`config.mk`:
```
export PLATFORM = sky130hd
export DESIGN_NAME = fwd_stall_unit
export DESIGN_NICKNAME = d
export VERILOG_FILES = /design/src/rtl/fsu_pkg.sv /design/src/rtl/fsu_operand_sel.sv /design/src/rtl/fsu_stall_gen.sv /design/src/rtl/fwd_stall_unit.sv
export SDC_FILE = /design/constraint.sdc
export NUM_CORES = 1
export LEC_CHECK = 0
export BUFFER_PORTS_ARGS = -buffer_cell sky130_fd_sc_hd__buf_2
export CAP_MARGIN = 0
export CORE_MARGIN = 2
export CORE_UTILIZATION = 29
export DETAILED_ROUTE_END_ITERATION = 10
export PLACE_DENSITY_LB_ADDON = 0.08
export SYNTH_ARGS = -nofsm -noshare
export SYNTH_HDL_FRONTEND = slang
export SYNTH_SLANG_ARGS = --single-unit
```
`constraint.sdc`:
```
create_clock -name vclk -period 1.2
set_input_delay 0.06 -clock vclk [all_inputs]
set_output_delay 0.06 -clock vclk [all_outputs]
set_load 0.05 [all_outputs]
```
`src/rtl/fsu_pkg.sv`:
```
package fsu_pkg;

    // operand source select encoding; the datapath muxes decode these values
    typedef enum logic [1:0] {
        SRC_RF  = 2'd0,
        SRC_EX  = 2'd1,
        SRC_MEM = 2'd2,
        SRC_WB  = 2'd3
    } opsel_e;

    // number of downstream producer stages examined
    localparam int unsigned NUM_STAGES = 3;

    // number of source operands per instruction
    localparam int unsigned NUM_OPS = 2;

endpackage

```
`src/rtl/fsu_operand_sel.sv`:
```
module fsu_operand_sel
    import fsu_pkg::*;
#(
    parameter int unsigned REG_W = 5
) (
    input  logic [REG_W-1:0] src,
    input  logic [REG_W-1:0] ex_dst,
    input  logic             ex_wr,
    input  logic [REG_W-1:0] mem_dst,
    input  logic             mem_wr,
    input  logic [REG_W-1:0] wb_dst,
    input  logic             wb_wr,
    output opsel_e           sel
);

    localparam logic [REG_W-1:0] ZERO_REG = '0;

    typedef struct packed {
        logic [NUM_STAGES-1:0] hit;
        opsel_e                sel;
    } sel_state_t;

    sel_state_t sel_d;

    always_comb begin
        sel_d = '{hit: '0, sel: SRC_RF};
        // a stage qualifies only when it writes and targets this source
        sel_d.hit[0] = ex_wr  && (ex_dst  == src);
        sel_d.hit[1] = mem_wr && (mem_dst == src);
        sel_d.hit[2] = wb_wr  && (wb_dst  == src);
        if (src == ZERO_REG) begin
            sel_d.sel = SRC_RF;
        end else if (sel_d.hit[0]) begin
            sel_d.sel = SRC_EX;
        end else if (sel_d.hit[1]) begin
            sel_d.sel = SRC_MEM;
        end else if (sel_d.hit[2]) begin
            sel_d.sel = SRC_WB;
        end else begin
            sel_d.sel = SRC_RF;
        end
    end

    assign sel = sel_d.sel;

endmodule

```
`src/rtl/fsu_stall_gen.sv`:
```
module fsu_stall_gen
    import fsu_pkg::*;
(
    input  logic                      ex_load,
    input  logic [NUM_OPS-1:0][1:0]   sels,
    output logic                      stall,
    output logic                      bubble
);

    typedef struct packed {
        logic [NUM_OPS-1:0] from_ex;
        logic               stall;
    } stall_state_t;

    stall_state_t st_d;

    always_comb begin
        st_d = '0;
        for (int i = 0; i < NUM_OPS; i++) begin
            st_d.from_ex[i] = (sels[i] == SRC_EX);
        end
        // load data is not ready while the load is still in execute
        st_d.stall = ex_load && (|st_d.from_ex);
    end

    assign stall  = st_d.stall;
    assign bubble = st_d.stall;

endmodule

```
`src/rtl/fwd_stall_unit.sv`:
```
module fwd_stall_unit
    import fsu_pkg::*;
#(
    parameter int unsigned REG_W = 5
) (
    input  logic [REG_W-1:0] src_a,
    input  logic [REG_W-1:0] src_b,
    input  logic [REG_W-1:0] ex_dst,
    input  logic             ex_wr,
    input  logic             ex_load,
    input  logic [REG_W-1:0] mem_dst,
    input  logic             mem_wr,
    input  logic [REG_W-1:0] wb_dst,
    input  logic             wb_wr,
    output logic [1:0]       sel_a,
    output logic [1:0]       sel_b,
    output logic             stall,
    output logic             bubble
);

    logic [NUM_OPS-1:0][REG_W-1:0] src_vec;
    logic [NUM_OPS-1:0][1:0]       sel_vec;

    assign src_vec[0] = src_a;
    assign src_vec[1] = src_b;

    for (genvar g = 0; g < NUM_OPS; g++) begin : g_op
        opsel_e op_sel;
        fsu_operand_sel #(.REG_W(REG_W)) u_sel (
            .src     (src_vec[g]),
            .ex_dst  (ex_dst),
            .ex_wr   (ex_wr),
            .mem_dst (mem_dst),
            .mem_wr  (mem_wr),
            .wb_dst  (wb_dst),
            .wb_wr   (wb_wr),
            .sel     (op_sel)
        );
        assign sel_vec[g] = op_sel;
    end

    fsu_stall_gen u_stall (
        .ex_load (ex_load),
        .sels    (sel_vec),
        .stall   (stall),
        .bubble  (bubble)
    );

    assign sel_a = sel_vec[0];
    assign sel_b = sel_vec[1];

endmodule

```
==> impl_metrics.env <==
export IMPL_p_sw_frac=0.466
export IMPL_antenna_found_initial=0
export IMPL_viasPerCell=4.98
export IMPL_pwr_share_comb=1.000
export IMPL_cp_slowest_stage_delay_ps=540
export IMPL_period_share=1.18
export IMPL_ys_top_cells_by_area="xnor2_1 32%, xor2_1 28%, nor4_1 5.6%, nand4_1 4.2%, nand3_1 3.4%"
export IMPL_dr_max_layer_used="met3"
export IMPL_routed_wl_um=1670
export IMPL_crit_chain="buf_6, or4_4, nor2_4, and4b_1, a21o_4, buf_8"
export IMPL_violations="setup timing"
export IMPL_crit_arrival_ps=1350
export IMPL_wl_met2_um=952
export IMPL_synth_cells=58
export IMPL_fin_nets=145
export IMPL_power_share_clock=0
export IMPL_p_sw_mw=0.163
export IMPL_drt_iter0_drc=2
export IMPL_core_area_mm2=0.00147
export IMPL_postPlaceCellArea_um2=846
export IMPL_max_cap_violations=0
export IMPL_pin_count=35
export IMPL_grt_pass1_vias=613
export IMPL_hold_class="in2out"
export IMPL_slowest_stage="or4_4"
export IMPL_die_h_um=43.1
export IMPL_fmax_mhz=707
export IMPL_cp_start_kind="input port"
export IMPL_remaining_drc_errors=0
export IMPL_row_count=14
export IMPL_power_density_mw_per_mm2=349
export IMPL_outcome="finished with violations"
export IMPL_netlist_cell_type_count=18
export IMPL_regArea_um2=0
export IMPL_min_period_ps=1410
export IMPL_hold_start="ex_load"
export IMPL_synth_top_area_frac=0.315
export IMPL_gp_congestion=0.730
export IMPL_start_util=0.302
export IMPL_layout_common_cells="24 x buf_2, 21 x buf_4, 14 x xor2_1, 13 x xnor2_1, 8 x buf_6"
export IMPL_end_kind="output port"
export IMPL_wl_met1_um=659
export IMPL_setup_viol=6
export IMPL_syn2layout_area_growth_pct=126
export IMPL_wl_per_cell_um=12.9
export IMPL_n_antenna_cell=0
export IMPL_grt_use_total=0.172
export IMPL_worst_pin_slew_ps=303
export IMPL_layout_setup_ws_ps=-214
export IMPL_hold_slack_ps=477
export IMPL_finalPower_mw=0.350
export IMPL_final_common_cell="buf_2"
export IMPL_synth_area_per_cell_um2=7.66
export IMPL_nClkBuffers=0
export IMPL_syn_nets=87
export IMPL_hold_path_end="stall"
export IMPL_slew_limit_headroom=0.798
export IMPL_ir_drop_v=0.000201
export IMPL_synthesis_area_um2=444
export IMPL_met3_length_um=60
export IMPL_die_w_um=43.1
export IMPL_nFlopsAndLatches=0
export IMPL_vias=648
export IMPL_drive_gt1_frac=0.649
export IMPL_p_leak_nw=0.452
export IMPL_finalMaxSlewViolations=0
export IMPL_synth_top_area_cell="xnor2_1"
export IMPL_critPathBufInv=2
export IMPL_dieArea_mm2=0.00186
export IMPL_whs_path_depth=3
export IMPL_final_area_mm2=0.00100
export IMPL_grt_start_max_net_pins=5
export IMPL_utilization=0.681
export IMPL_path_class="in2out"
export IMPL_yosysWarnings=0
export IMPL_dpl_hpwl_um=1380
export IMPL_drt_pass1_iterations=3
export IMPL_crit_required_ps=1140
export IMPL_fillers=130
export IMPL_crit_fanout=3
export IMPL_grt_pass1_wl_um=2530
export IMPL_seq_power_share=0
export IMPL_path_delay_family="simple AND/OR/NAND/NOR gates"
export IMPL_internal_power_mw=0.187
export IMPL_multi_input_area_um2=554
export IMPL_report_final_hold_viol_count=0
export IMPL_port_buffers=35
export IMPL_ant_nets=0
export IMPL_rsz0062_at_grt="yes"
export IMPL_gr_total_overflow=0
export IMPL_synth_seq_area_share=0
final cells by class:
cell class | count | area share
tap | 16 | 0.0200
multi-input combinational | 57 | 0.553
timing repair buffer | 57 | 0.427
timing repair:
action                     4_1_cts  5_1_grt
pin swaps                       10       12
hold endpoints to repair         0        0
buffers inserted                 0        1
gates resized for setup         25       11
hold buffers                     0        0
setup endpoints to repair        6        6
per-layer routing:
metal,up-vias,track usage
li1,318,-
met1,309,0.200
met2,21,0.361
met3,0,0
met4,0,0
met5,-,0
worst max-delay path by stage:
| stage | depth (start not counted) | from | endpoint |
|---|---|---|---|
| global placement | 7 | mem_dst[3] | sel_a[1] |
| floorplan | 5 | src_b[4] | stall |
| CTS | 6 | src_b[0] | sel_b[0] |
| finish | 6 | src_b[0] | sel_b[0] |
| global route | 6 | src_b[0] | sel_b[0] |
| detailed placement | 7 | src_b[3] | sel_b[1] |
kinds of logic after synthesis:
family                    Yosys count  synth area share
xor gates and xnor gates           30             0.592
and+or+nand+nor                    22             0.304
AOI/OAI and AO/OA                   5            0.0873
buffers and inverters               1            0.0169
worst min-delay path, stage by stage:
cell and delay [ps]:
buf_2 80, o21a_4 120, buf_6 150
per-stage QoR:
step	worst slack (ps)	instances	TNS [ps]
after floorplan	-114	58	-313
after global placement	-299	129	-1580
after global routing	-234	130	-1210
final	-214	130	-1010
after detailed placement	-324	129	-1710
after CTS	-214	129	-1010
power by group through the flow:
stage / sequential (mW) / clock [mW] / combinational, mW
5_1_grt: 0 / 0 / 0.372
2_1_floorplan: 0 / 0 / 0.137
3_5_place_dp: 0 / 0 / 0.295
3_3_place_gp: 0 / 0 / 0.292
4_1_cts: 0 / 0 / 0.325
6_report: 0 / 0 / 0.350
synth_stat cells:
library cell and n:
xnor2_1 16, nor3_1 2, buf_4 1, a21o_1 2, nor2_4 1, and4b_1 1
a211oi_1 1, nor3b_1 1, or4_1 1, nand4_1 3, or4_4 1, nand3_1 3
nor2_1 2, xor2_1 14, nand2_1 3, o21a_1 1, nor4_1 4, o22a_1 1
Note: power is estimated with default switching activity, not from simulation.
